**src/rtl/dma_chctl_pkg.sv**
```systemverilog
package dma_chctl_pkg;

    localparam int CH_IDX_W = 5;

    typedef enum logic [1:0] {
        SZ_BYTE = 2'd0,
        SZ_HALF = 2'd1,
        SZ_WORD = 2'd2,
        SZ_BAD  = 2'd3
    } acc_size_e;

    // word indices (byte offset / 4)
    localparam int WI_CTRL   = 0;
    localparam int WI_ESTAT  = 1;
    localparam int WI_REQ    = 3;
    localparam int WI_EEI    = 5;
    localparam int WI_CMD_LO = 6;
    localparam int WI_CMD_HI = 7;
    localparam int WI_INT    = 9;
    localparam int WI_ERR    = 11;

    // command port index = byte offset - 0x18
    localparam int CP_CLR_EEI   = 0;
    localparam int CP_SET_EEI   = 1;
    localparam int CP_CLR_REQ   = 2;
    localparam int CP_SET_REQ   = 3;
    localparam int CP_CLR_DONE  = 4;
    localparam int CP_SET_START = 5;
    localparam int CP_CLR_ERR   = 6;
    localparam int CP_CLR_INT   = 7;
    localparam int NUM_CP       = 8;

    // control bit positions
    localparam int CB_DBG     = 1;
    localparam int CB_RR_CH   = 2;
    localparam int CB_RR_GRP  = 3;
    localparam int CB_HOE     = 4;
    localparam int CB_HALT    = 5;
    localparam int CB_CLINK   = 6;
    localparam int CB_MMAP    = 7;
    localparam int CB_CAN_ERR = 16;
    localparam int CB_CANCEL  = 17;

    typedef struct packed {
        logic cancel;
        logic cancel_err;
        logic minor_map;
        logic cont_link;
        logic halt;
        logic halt_on_err;
        logic rr_group;
        logic rr_chan;
        logic dbg_en;
    } ctrl_t;

    function automatic logic [31:0] ctrl_pack(input ctrl_t c);
        logic [31:0] w;
        w             = '0;
        w[CB_DBG]     = c.dbg_en;
        w[CB_RR_CH]   = c.rr_chan;
        w[CB_RR_GRP]  = c.rr_group;
        w[CB_HOE]     = c.halt_on_err;
        w[CB_HALT]    = c.halt;
        w[CB_CLINK]   = c.cont_link;
        w[CB_MMAP]    = c.minor_map;
        w[CB_CAN_ERR] = c.cancel_err;
        w[CB_CANCEL]  = c.cancel;
        return w;
    endfunction

    function automatic ctrl_t ctrl_unpack(input logic [31:0] w);
        ctrl_t c;
        c.dbg_en      = w[CB_DBG];
        c.rr_chan     = w[CB_RR_CH];
        c.rr_group    = w[CB_RR_GRP];
        c.halt_on_err = w[CB_HOE];
        c.halt        = w[CB_HALT];
        c.cont_link   = w[CB_CLINK];
        c.minor_map   = w[CB_MMAP];
        c.cancel_err  = w[CB_CAN_ERR];
        c.cancel      = w[CB_CANCEL];
        return c;
    endfunction

    function automatic logic [31:0] swap32(input logic [31:0] w);
        return {w[7:0], w[15:8], w[23:16], w[31:24]};
    endfunction

    function automatic logic [15:0] swap16(input logic [15:0] h);
        return {h[7:0], h[15:8]};
    endfunction

endpackage

```
**src/rtl/dma_chctl_endian.sv**
```systemverilog
module dma_chctl_endian
    import dma_chctl_pkg::*;
#(
    parameter int ADDR_W = 6
) (
    input  logic              big_endian,
    input  acc_size_e         size,
    input  logic [ADDR_W-1:0] addr,
    input  logic [31:0]       wdata,
    input  logic [31:0]       word_rdata,
    output logic [ADDR_W-1:0] eff_addr,
    output logic [31:0]       eff_wword,
    output logic [7:0]        eff_wbyte,
    output logic [31:0]       rdata
);

    logic [31:0] lane_shift;
    logic [15:0] half_sel;

    always_comb begin
        eff_addr  = addr;
        eff_wword = wdata;
        eff_wbyte = wdata[7:0];
        unique case (size)
            SZ_BYTE: if (big_endian) eff_addr[1:0] = addr[1:0] ^ 2'b11;
            SZ_HALF: if (big_endian) eff_addr[1]   = ~addr[1];
            SZ_WORD: if (big_endian) eff_wword     = swap32(wdata);
            default: ;
        endcase
    end

    always_comb begin
        lane_shift = word_rdata >> {eff_addr[1:0], 3'b000};
        half_sel   = eff_addr[1] ? word_rdata[31:16] : word_rdata[15:0];
        unique case (size)
            SZ_BYTE: rdata = {24'b0, lane_shift[7:0]};
            SZ_HALF: rdata = {16'b0, big_endian ? swap16(half_sel) : half_sel};
            SZ_WORD: rdata = big_endian ? swap32(word_rdata) : word_rdata;
            default: rdata = '0;
        endcase
    end

endmodule

```
**src/rtl/dma_chctl_cmd.sv**
```systemverilog
module dma_chctl_cmd
    import dma_chctl_pkg::*;
#(
    parameter int NUM_CH = 32
) (
    input  logic                          fire,
    input  logic [2:0]                    port_idx,
    input  logic [7:0]                    cmd_byte,
    output logic [NUM_CP-1:0][NUM_CH-1:0] cmd_vec
);

    logic [CH_IDX_W-1:0] chan;
    logic [NUM_CH-1:0]   chan_oh;

    assign chan = cmd_byte[CH_IDX_W-1:0];

    // channel numbers at or above NUM_CH match no bit
    always_comb begin
        chan_oh = '0;
        for (int i = 0; i < NUM_CH; i++) begin
            if (int'(chan) == i) chan_oh[i] = 1'b1;
        end
    end

    for (genvar p = 0; p < NUM_CP; p++) begin : g_port
        assign cmd_vec[p] = (fire && int'(port_idx) == p) ? chan_oh : '0;
    end

endmodule

```
**src/rtl/dma_chctl_bitmap.sv**
```systemverilog
module dma_chctl_bitmap #(
    parameter int W = 32
) (
    input  logic         clk,
    input  logic         rst,
    input  logic         load_en,
    input  logic [W-1:0] load_val,
    input  logic [W-1:0] set_vec,
    input  logic [W-1:0] clr_vec,
    output logic [W-1:0] q
);

    logic [W-1:0] q_n;

    // set beats clear so a coincident event is never lost
    always_comb begin
        q_n = load_en ? load_val : q;
        q_n = (q_n & ~clr_vec) | set_vec;
    end

    always_ff @(posedge clk) begin
        if (rst) q <= '0;
        else     q <= q_n;
    end

endmodule

```
**src/rtl/dma_chctl_regs.sv**
```systemverilog
module dma_chctl_regs
    import dma_chctl_pkg::*;
#(
    parameter int NUM_CH = 32,
    parameter int ADDR_W = 6
) (
    input  logic              clk,
    input  logic              rst,
    input  logic              big_endian,
    input  logic              bus_valid,
    input  logic              bus_write,
    input  logic [1:0]        bus_size,
    input  logic [ADDR_W-1:0] bus_addr,
    input  logic [31:0]       bus_wdata,
    output logic [31:0]       bus_rdata,
    input  logic [NUM_CH-1:0] hw_done_evt,
    input  logic [NUM_CH-1:0] hw_err_evt,
    output logic [NUM_CH-1:0] req_enable,
    output logic [NUM_CH-1:0] start_pulse,
    output logic [NUM_CH-1:0] done_clear_pulse,
    output logic              dbg_enable,
    output logic              arb_rr_chan,
    output logic              arb_rr_group,
    output logic              halt_on_error,
    output logic              halted,
    output logic              cont_link,
    output logic              minor_map_en,
    output logic              cancel_err_req,
    output logic              cancel_req,
    output logic              irq_xfer,
    output logic              irq_err
);

    localparam int WIDX_W = ADDR_W - 2;

    acc_size_e                     size;
    logic [ADDR_W-1:0]             eff_addr;
    logic [31:0]                   eff_wword;
    logic [7:0]                    eff_wbyte;
    logic [31:0]                   word_rdata;
    logic [WIDX_W-1:0]             widx;
    logic                          wr_word;
    logic                          wr_byte;
    logic                          cmd_fire;
    logic [NUM_CP-1:0][NUM_CH-1:0] cmd_vec;
    logic                          load_req;
    logic                          load_eei;
    logic                          load_ctrl;

    logic [NUM_CH-1:0]   req_q;
    logic [NUM_CH-1:0]   eei_q;
    logic [NUM_CH-1:0]   int_q;
    logic [NUM_CH-1:0]   err_q;
    ctrl_t               ctrl_q;
    ctrl_t               ctrl_n;
    logic [CH_IDX_W-1:0] estat_ch_q;
    logic [CH_IDX_W-1:0] err_low;
    logic                any_err_evt;

    assign size = acc_size_e'(bus_size);

    dma_chctl_endian #(.ADDR_W(ADDR_W)) u_endian (
        .big_endian (big_endian),
        .size       (size),
        .addr       (bus_addr),
        .wdata      (bus_wdata),
        .word_rdata (word_rdata),
        .eff_addr   (eff_addr),
        .eff_wword  (eff_wword),
        .eff_wbyte  (eff_wbyte),
        .rdata      (bus_rdata)
    );

    assign widx     = eff_addr[ADDR_W-1:2];
    assign wr_word  = bus_valid && bus_write && size == SZ_WORD;
    assign wr_byte  = bus_valid && bus_write && size == SZ_BYTE;
    assign cmd_fire = wr_byte && (int'(widx) == WI_CMD_LO || int'(widx) == WI_CMD_HI);

    dma_chctl_cmd #(.NUM_CH(NUM_CH)) u_cmd (
        .fire     (cmd_fire),
        .port_idx ({widx[0], eff_addr[1:0]}),
        .cmd_byte (eff_wbyte),
        .cmd_vec  (cmd_vec)
    );

    assign load_req  = wr_word && int'(widx) == WI_REQ;
    assign load_eei  = wr_word && int'(widx) == WI_EEI;
    assign load_ctrl = wr_word && int'(widx) == WI_CTRL;

    dma_chctl_bitmap #(.W(NUM_CH)) u_req (
        .clk (clk), .rst (rst),
        .load_en (load_req), .load_val (eff_wword[NUM_CH-1:0]),
        .set_vec (cmd_vec[CP_SET_REQ]), .clr_vec (cmd_vec[CP_CLR_REQ]),
        .q (req_q)
    );

    dma_chctl_bitmap #(.W(NUM_CH)) u_eei (
        .clk (clk), .rst (rst),
        .load_en (load_eei), .load_val (eff_wword[NUM_CH-1:0]),
        .set_vec (cmd_vec[CP_SET_EEI]), .clr_vec (cmd_vec[CP_CLR_EEI]),
        .q (eei_q)
    );

    dma_chctl_bitmap #(.W(NUM_CH)) u_int (
        .clk (clk), .rst (rst),
        .load_en (1'b0), .load_val ('0),
        .set_vec (hw_done_evt), .clr_vec (cmd_vec[CP_CLR_INT]),
        .q (int_q)
    );

    dma_chctl_bitmap #(.W(NUM_CH)) u_err (
        .clk (clk), .rst (rst),
        .load_en (1'b0), .load_val ('0),
        .set_vec (hw_err_evt), .clr_vec (cmd_vec[CP_CLR_ERR]),
        .q (err_q)
    );

    // control word with halt forced by an error under halt-on-error
    assign any_err_evt = |hw_err_evt;

    always_comb begin
        ctrl_n = load_ctrl ? ctrl_unpack(eff_wword) : ctrl_q;
        if (ctrl_q.halt_on_err && any_err_evt) ctrl_n.halt = 1'b1;
    end

    always_comb begin
        err_low = '0;
        for (int i = NUM_CH - 1; i >= 0; i--) begin
            if (hw_err_evt[i]) err_low = CH_IDX_W'(i);
        end
    end

    always_ff @(posedge clk) begin
        if (rst) begin
            ctrl_q           <= '0;
            estat_ch_q       <= '0;
            start_pulse      <= '0;
            done_clear_pulse <= '0;
        end else begin
            ctrl_q           <= ctrl_n;
            if (any_err_evt) estat_ch_q <= err_low;
            start_pulse      <= cmd_vec[CP_SET_START];
            done_clear_pulse <= cmd_vec[CP_CLR_DONE];
        end
    end

    always_comb begin
        unique case (int'(widx))
            WI_CTRL:  word_rdata = ctrl_pack(ctrl_q);
            WI_ESTAT: word_rdata = {(|err_q), {(31 - CH_IDX_W){1'b0}}, estat_ch_q};
            WI_REQ:   word_rdata = 32'(req_q);
            WI_EEI:   word_rdata = 32'(eei_q);
            WI_INT:   word_rdata = 32'(int_q);
            WI_ERR:   word_rdata = 32'(err_q);
            default:  word_rdata = '0;
        endcase
    end

    assign req_enable     = req_q;
    assign dbg_enable     = ctrl_q.dbg_en;
    assign arb_rr_chan    = ctrl_q.rr_chan;
    assign arb_rr_group   = ctrl_q.rr_group;
    assign halt_on_error  = ctrl_q.halt_on_err;
    assign halted         = ctrl_q.halt;
    assign cont_link      = ctrl_q.cont_link;
    assign minor_map_en   = ctrl_q.minor_map;
    assign cancel_err_req = ctrl_q.cancel_err;
    assign cancel_req     = ctrl_q.cancel;
    assign irq_xfer       = |int_q;
    assign irq_err        = |(err_q & eei_q);

    // ---------------- assertions ----------------
    AST_DONE_SET_WINS: assert property (@(posedge clk) disable iff (rst)
        (|hw_done_evt) |=> ((int_q & $past(hw_done_evt)) == $past(hw_done_evt)))
        else $error("done event lost");

    AST_ERR_SET_WINS: assert property (@(posedge clk) disable iff (rst)
        any_err_evt |=> ((err_q & $past(hw_err_evt)) == $past(hw_err_evt)))
        else $error("error event lost");

    AST_REQ_SINGLE_BIT: assert property (@(posedge clk) disable iff (rst)
        !load_req |=> ($countones(req_q ^ $past(req_q)) <= 1))
        else $error("request enable changed by more than one bit");

    AST_START_ONEHOT: assert property (@(posedge clk) disable iff (rst)
        $onehot0(start_pulse))
        else $error("start pulse not one-hot");

    AST_DCLR_ONEHOT: assert property (@(posedge clk) disable iff (rst)
        $onehot0(done_clear_pulse))
        else $error("done clear pulse not one-hot");

    AST_XFER_IRQ_CAUSE: assert property (@(posedge clk) disable iff (rst)
        $rose(irq_xfer) |-> $past(|hw_done_evt))
        else $error("transfer irq rose without an event");

    AST_HALT_ON_ERR: assert property (@(posedge clk) disable iff (rst)
        (ctrl_q.halt_on_err && any_err_evt) |=> halted)
        else $error("halt not taken on error");

endmodule

```
**config.mk**
```make
export PLATFORM = sky130hd
export DESIGN_NAME = dma_chctl_regs
export DESIGN_NICKNAME = d
export VERILOG_FILES = /design/src/rtl/dma_chctl_pkg.sv /design/src/rtl/dma_chctl_endian.sv /design/src/rtl/dma_chctl_cmd.sv /design/src/rtl/dma_chctl_bitmap.sv /design/src/rtl/dma_chctl_regs.sv
export SDC_FILE = /design/constraint.sdc
export NUM_CORES = 1
export LEC_CHECK = 0
export ABC_AREA = 1
export CORE_ASPECT_RATIO = 0.8
export CORE_MARGIN = 5
export CORE_UTILIZATION = 40
export CTS_CLUSTER_DIAMETER = 30
export DETAILED_ROUTE_END_ITERATION = 6
export DONT_BUFFER_PORTS = 1
export HOLD_SLACK_MARGIN = 0.05
export PLACE_DENSITY = 0.53
export SLEW_MARGIN = 25
export SYNTH_ARGS = -nofsm -noshare
export SYNTH_HDL_FRONTEND = slang
export SYNTH_SLANG_ARGS = --single-unit
```
**constraint.sdc**
```tcl
create_clock -name clk -period 3.47 [get_ports clk]
set_input_delay 0.347 -clock clk [delete_from_list [all_inputs] [get_ports clk]]
set_output_delay 0.347 -clock clk [all_outputs]
set_load 0.01 [all_outputs]
```
==> results by group, run 1 <==
Pwr
  – Int Power: 5.508 mW
  – Pwr Density: 557.9 nW/µm²
  – Gate power share: 7.8%
  – Total power: 7.421 mW
  – LEAKAGE: 5.078 nW
  – Flop pwr share: 33.8%
  – Clock power frac: 58.4%
  – Peak VDD IR: 0.4021 mV
  – Switch Pwr: 1.913 mW
  – Sw frac: 25.78%

Synthesis
  – FFs w/ async S/R, synth: 0%
  – Post-synth top cells: nand2_1 (333), o21ai_0 (238), inv_1 (209), dfxtp_1 (206), a21oi_1 (149)
  – Syn_nets: 1695
  – Gate Count Post-Synth: 1586
  – Top_reg_cell synth: dfxtp_1
  – Top post-synthesis cells by area: dfxtp_1 (39%), nand2_1 (12%), o21ai_0 (11%), inv_1 (7.4%), a21oi_1 (7.0%)
  – Post-synth EDFFs: 0
  – Sequential share of the synthesized area: 38.90%
  – Share of the synthesized area in the top cell type: 38.90%
  – Count leader, synth: nand2_1
  – Area of the mapped netlist: 10600 µm²
  – Cell variety after synth: 43
  – Synth area leader: dfxtp_1
  – Register bit total from synthesis: 206
  – Avg Cell Area, Syn: 6.684 µm²
  – YS warnings: 0

Clocking
  – CTS tree: done
  – CTS sink cnt: 206
  – Clock slew at the register clock pins of the worst setup and hold paths: 0.04 ns
  – Clk_lat worst skew: 0.54 ns
  – CTS Buffer Depth: 3
  – Root Driver: clkbuf_16
  – Total CTS buffers: 43
  – Setup Buffers After CTS: 0
  – H-tree lvl count: 2

Setup path
  – Worst Setup Start Kind: flop
  – Cell mode on critical path: nand2_1
  – Crit-path cells: nor4_1, nand4_1, o21ai_0, nand2_1, o21ai_1, nand2_1, nand3_1, o221ai_1, buf_4
  – Peak per-stage delay on the critical path: 0.70 ns
  – Slowest CP cell: nor4_1
  – CP Capture Type: primary output
  – Worst Path Required: 3.12 ns
  – CP Class: reg2out
  – CP arrival: 2.99 ns
  – CP Launch Point: u_err.q[17]$_SDFF_PP0_
  – Worst R2R Path Depth: 3
  – Max FO, Critical Path: 4
  – FF-to-FF Start: u_int.q[1]$_SDFF_PP0_

Timing
  – Setup TNS: 0 ns
  – Tcrit/Tclk final: 96.06%
  – Final min period: 3.333 ns
  – Slew @ Worst Pin: 0.9575 ns
  – Slew Limit Fails: 0
  – Relative max-transition margin: 35.78%
  – Layout Skew: 0.003852 ns
  – FMAX: 300.0 MHz
  – Setup violators final: 0
  – Final Hold Viols: 0
  – RSZ-0062 raised after global routing: false

Place
  – DPL Wire Length: 36.23 mm
  – Count of port buffers added during placement: 0
  – Gpl congestion: 0.9516
  – DP Cell Count: 1911

Finish
  – Synthesis-to-finish area growth: 25.50%
  – Layout Nets: 1773
  – Number of fill cells in the layout: 2666
  – Diode count: 0
  – Non-Filler Instances: 2055
  – Share of cells above drive strength 1: 10.07%

Die
  – Chip width: 192.0 µm
  – Io pins: 248
  – Die Area: 29880 µm²
  – Core area: 26190 µm²
  – Starting density of the core: 40.47%
  – # rows: 53
  – Die Span Y: 155.6 µm

Global routing
  – First-pass GRT wire length: 72.06 mm
  – Vias in the first global route: 10940
  – Grt total ovfl: 0
  – Initial antenna violation count: 0
  – Total track usage: 32.01%
  – Pin count of the biggest net entering global routing: 137

Route
  – Number of DRC markers in iteration 0: 1424
  – Routed wl met2: 21.02 mm
  – Met3 WL post-DR: 4.663 mm
  – Top Metal Used: met4
  – Pre-antenna DRT Iters: 5
  – Met1 WL: 22.51 mm
  – Via count: 11580
  – Wirelength per Cell: 24.15 µm
  – Vias/cell: 5.636
  – Post-route DRC: 0
  – Antenna Violating Nets Remaining: 0
  – Total Routed Length: 49.63 mm

Min path
  – Hold Path Class: in2reg
  – Hold Path Cell Cnt: 3
  – HP Start: bus_wdata[4]

Flow run
  – Max Cap Viol: 0

Status
  – Status: completed
-- metal layers --
layer / global-route usage, % / vias up
met5: 0 / -
met4: 9.437 / 0
met3: 7.562 / 74
met2: 48.00 / 611
met1: 46.02 / 5456
li1: - / 5440
-- placed cells by master (no fill, tap or decap), types with 13 or more instances in the layout --
| cell | instances |
|---|---|
| a21oi_1 | 149 |
| a221oi_1 | 18 |
| buf_4 | 44 |
| clkbuf_16 | 44 |
| dfxtp_1 | 206 |
| dlygate4sd3_1 | 64 |
| inv_1 | 208 |
| mux2_2 | 13 |
| nand2_1 | 333 |
| nand3_1 | 31 |
| nor2_1 | 143 |
| nor3_1 | 14 |
| nor4_1 | 19 |
| o21ai_0 | 238 |
| o21ai_1 | 17 |
| o22ai_1 | 44 |
-- worst max-delay path, delay by kind of cell (launching register included) --
kind            cells  cell delay [ns]
simple gates        5             1.33
compound gates      3             0.58
buf+inv             1             0.19
flops               1             0.35
-- final timing paths --
path | slack, ns | end
worst min register to register | 0.49 | estat_ch_q[2]$_SDFFE_PP0N_
worst max-delay path | 0.14 | bus_rdata[15]
worst max register to register | 2.15 | u_int.q[1]$_SDFF_PP0_
worst min-delay path | 0.07 | u_eei.q[11]$_SDFF_PP0_
-- final cells by class --
| cell class | instances | area [µm²] | share of cell area, % |
|---|---|---|---|
| multi-input cells | 1076 | 5271 | 39.63 |
| clock buffers | 46 | 1119 | 8.409 |
| well taps | 357 | 446.7 | 3.358 |
| clock inverters | 33 | 417.9 | 3.141 |
| flip-flops and latches | 206 | 4124 | 31.00 |
| repair buffers | 113 | 1079 | 8.108 |
| inverters | 224 | 845.8 | 6.358 |
-- repair_timing --
action                                 CTS  global route
setup endpoints to repair                0             0
hold buffers                            65             0
endpoints found under the hold margin  136             0
gates resized for setup                  0             0
-- power groups by stage --
stage,Clock [mW],Sequential [mW],Combinational [mW]
after floorplan,0,2.51,0.346
after global placement,0,2.55,0.473
after detailed placement,0,2.55,0.472
after CTS,4.38,2.50,0.565
after global routing,4.52,2.51,0.626
final,4.33,2.51,0.579
-- stage by stage --
stage | area (µm²) | hold WS (ns) | utilization (%) | worst slack (ns)
6_report | 13300 | 0.06711 | 50.79 | 0.1369
5_1_grt | 13300 | 0.08116 | 50.79 | 0.02329
4_1_cts | 13300 | 0.05143 | 50.79 | 0.2233
3_5_place_dp | 11100 | 0.4347 | 42.37 | 0.4775
3_3_place_gp | 11100 | 0.4262 | 42.37 | 0.5055
2_1_floorplan | 10600 | 0.4399 | - | 1.318
-- logic make-up (layout without fill, tap and decap cells) --
kind of cell    after synthesis  after routing  synth area share (%)
compound gates              500            500                 25.97
xor+xnor                      2              2                0.5193
buf+inv                     304            416                 11.41
flops                       206            206                 38.90
mux                          13             13                 1.381
simple gates                561            561                 21.81
-- state kept, by name, summed over array words and instances, names as in the netlist --
signal            cells
done_clear_pulse     32
start_pulse          32
u_eei.q              32
u_err.q              32
u_int.q              32
u_req.q              32
estat_ch_q            5
arb_rr_chan           1
arb_rr_group          1
cancel_err_req        1
cancel_req            1
cont_link             1
dbg_enable            1
halt_on_error         1
halted                1
minor_map_en          1
No activity file was read; power rests on OpenSTA's default activity.
==> inputs of run 2 (changes only) <==
--- a/config.mk
+++ b/config.mk
@@ -7,7 +7,7 @@
 export LEC_CHECK = 0
 export ABC_AREA = 1
 export CORE_ASPECT_RATIO = 0.8
-export CORE_MARGIN = 5
+export CORE_MARGIN = 2
 export CORE_UTILIZATION = 40
 export CTS_CLUSTER_DIAMETER = 30
 export DETAILED_ROUTE_END_ITERATION = 6
==> results by group, run 2 (same netlist as run 1, synthesis figures left out) <==
Status
  – Status: finished with violations
  – Failing checks: design-rule violations

Pwr
  – Gate power share: 7.5%
  – Flop pwr share: 32.7%
  – Pwr Density: 572.1 nW/µm²
  – LEAKAGE: 5.166 nW
  – Switch Pwr: 1.983 mW
  – Peak VDD IR: 0.4442 mV
  – Sw frac: 25.84%
  – Int Power: 5.690 mW
  – Clock power frac: 59.8%

Finish
  – Non-Filler Instances: 2063
  – Synthesis-to-finish area growth: 26.52%
  – Diode count: 0
  – Share of cells above drive strength 1: 10.43%
  – Commonest non-fill, non-tap cell in the layout: nand2_1
  – Layout Nets: 1781
  – Most frequent cells in the layout: nand2_1 (333), o21ai_0 (238), inv_1 (208)

Global routing
  – First-pass GRT wire length: 69.19 mm
  – Total track usage: 33.88%
  – Pin count of the biggest net entering global routing: 137
  – Vias in the first global route: 10630
  – Initial antenna violation count: 0
  – Grt total ovfl: 0

Die
  – Chip width: 186.0 µm
  – Io pins: 248
  – # rows: 53
  – Die Area: 27830 µm²
  – Core area: 26190 µm²
  – Starting density of the core: 40.47%
  – Die Span Y: 149.6 µm

Timing
  – Final min period: 3.216 ns
  – Slew Limit Fails: 0
  – Setup TNS: 0 ns
  – Relative max-transition margin: 38.59%
  – Final Hold Viols: 0
  – Tcrit/Tclk final: 92.67%
  – RSZ-0062 raised after global routing: false
  – Layout Skew: 0.0003274 ns
  – Slew @ Worst Pin: 0.9211 ns
  – FMAX: 311.0 MHz
  – Final WS setup: 0.2542 ns
  – Setup violators final: 0

Clocking
  – Total CTS buffers: 44
  – Setup Buffers After CTS: 0
  – CTS Buffer Depth: 3
  – Root Driver: clkbuf_16
  – H-tree lvl count: 2
  – Clk_lat worst skew: 0.53 ns
  – Clock slew at the register clock pins of the worst setup and hold paths: 0.05 ns
  – CTS sink cnt: 206
  – CTS tree: done

Setup path
  – CP Capture Type: primary output
  – Worst Setup Start Kind: flop
  – CP arrival: 2.87 ns
  – Worst R2R Path Depth: 3
  – Worst Path Required: 3.12 ns
  – CP Launch Point: u_err.q[17]$_SDFF_PP0_
  – CP Class: reg2out
  – Worst reg-to-reg setup slack: 2.27 ns
  – FF-to-FF Start: estat_ch_q[0]$_SDFFE_PP0N_
  – Max FO, Critical Path: 4
  – RR Endpoint: estat_ch_q[0]$_SDFFE_PP0N_

Route
  – Via count: 11560
  – Total Routed Length: 47.93 mm
  – Wirelength per Cell: 23.23 µm
  – Vias/cell: 5.602
  – Number of DRC markers in iteration 0: 1271
  – Antenna Violating Nets Remaining: 0
  – Pre-antenna DRT Iters: 7
  – Post-route DRC: 5

Place
  – DP Cell Count: 1917
  – DPL Wire Length: 34.54 mm
  – Gpl congestion: 0.9978
  – Count of port buffers added during placement: 0
  – Pre-CTS setup slack: 0.4160 ns

Min path
  – HP Start: bus_wdata[4]
  – Hold Path Class: in2reg
  – Hold Path Cell Cnt: 3
  – Worst Hold Endpoint: u_eei.q[13]$_SDFF_PP0_

Flow run
  – Max Cap Viol: 0
run 2: metal layers:
| layer | part of all wire, % | global-route usage (%) |
|---|---|---|
| met2 | 42 | 50.28 |
| met4 | 3.0 | 10.79 |
| met5 | 0 | 0 |
| met3 | 12 | 10.27 |
| met1 | 43 | 46.87 |
run 2: how the worst max path moves through the flow:
stage | endpoint | slack (ns) | cells after the start
2_1_floorplan | bus_rdata[11] | 1.32 | 11
3_3_place_gp | bus_rdata[13] | 0.44 | 12
3_5_place_dp | bus_rdata[13] | 0.42 | 12
4_1_cts | bus_rdata[15] | 0.15 | 9
5_1_grt | estat_ch_q[0]$_SDFFE_PP0N_ | 0.01 | 35
6_report | bus_rdata[15] | 0.25 | 9
run 2: area by class of cell:
class / instances / area (µm²)
Clock buffer: 48 / 1126
Clock inverter: 32 / 489.2
Fill cell: 2672 / 12780
Inverter: 224 / 845.8
Multi-Input combinational cell: 1076 / 5284
Sequential cell: 206 / 4124
Tap cell: 357 / 446.7
Timing Repair Buffer: 120 / 1096
run 2: worst max-delay path, stage by stage, from the launching register on:
cell	delay, ns
dfxtp_1	0.35
nor4_2	0.51
nand4_1	0.25
o21ai_0	0.23
nand2_1	0.25
o21ai_1	0.30
nand2_1	0.08
nand3_1	0.07
o221ai_1	0.10
buf_4	0.18
run 2: power groups by stage:
stage | combinational (mW) | sequential (mW) | clock (mW)
finish | 0.574 | 2.51 | 4.59
global route | 0.631 | 2.51 | 4.75
CTS | 0.561 | 2.50 | 4.62
detailed placement | 0.469 | 2.55 | 0
global placement | 0.465 | 2.55 | 0
floorplan | 0.346 | 2.51 | 0
run 2: repair_timing:
item                                    CTS  global route
endpoints found under the hold margin   136             0
hold buffers                             66             0
gates resized for setup                   0             2
endpoints found under the setup margin    0             2
run 2: stage by stage:
step	cell area (µm²)	power (mW)	hold WS [ns]	utilization (%)
2_1_floorplan	10600	2.852	0.4399	-
3_5_place_dp	11110	3.017	0.4252	42.40
6_report	13410	7.673	0.05903	51.20
5_1_grt	13410	7.885	0.06838	51.20
3_3_place_gp	11110	3.016	0.4337	42.40
4_1_cts	13400	7.683	0.05040	51.15
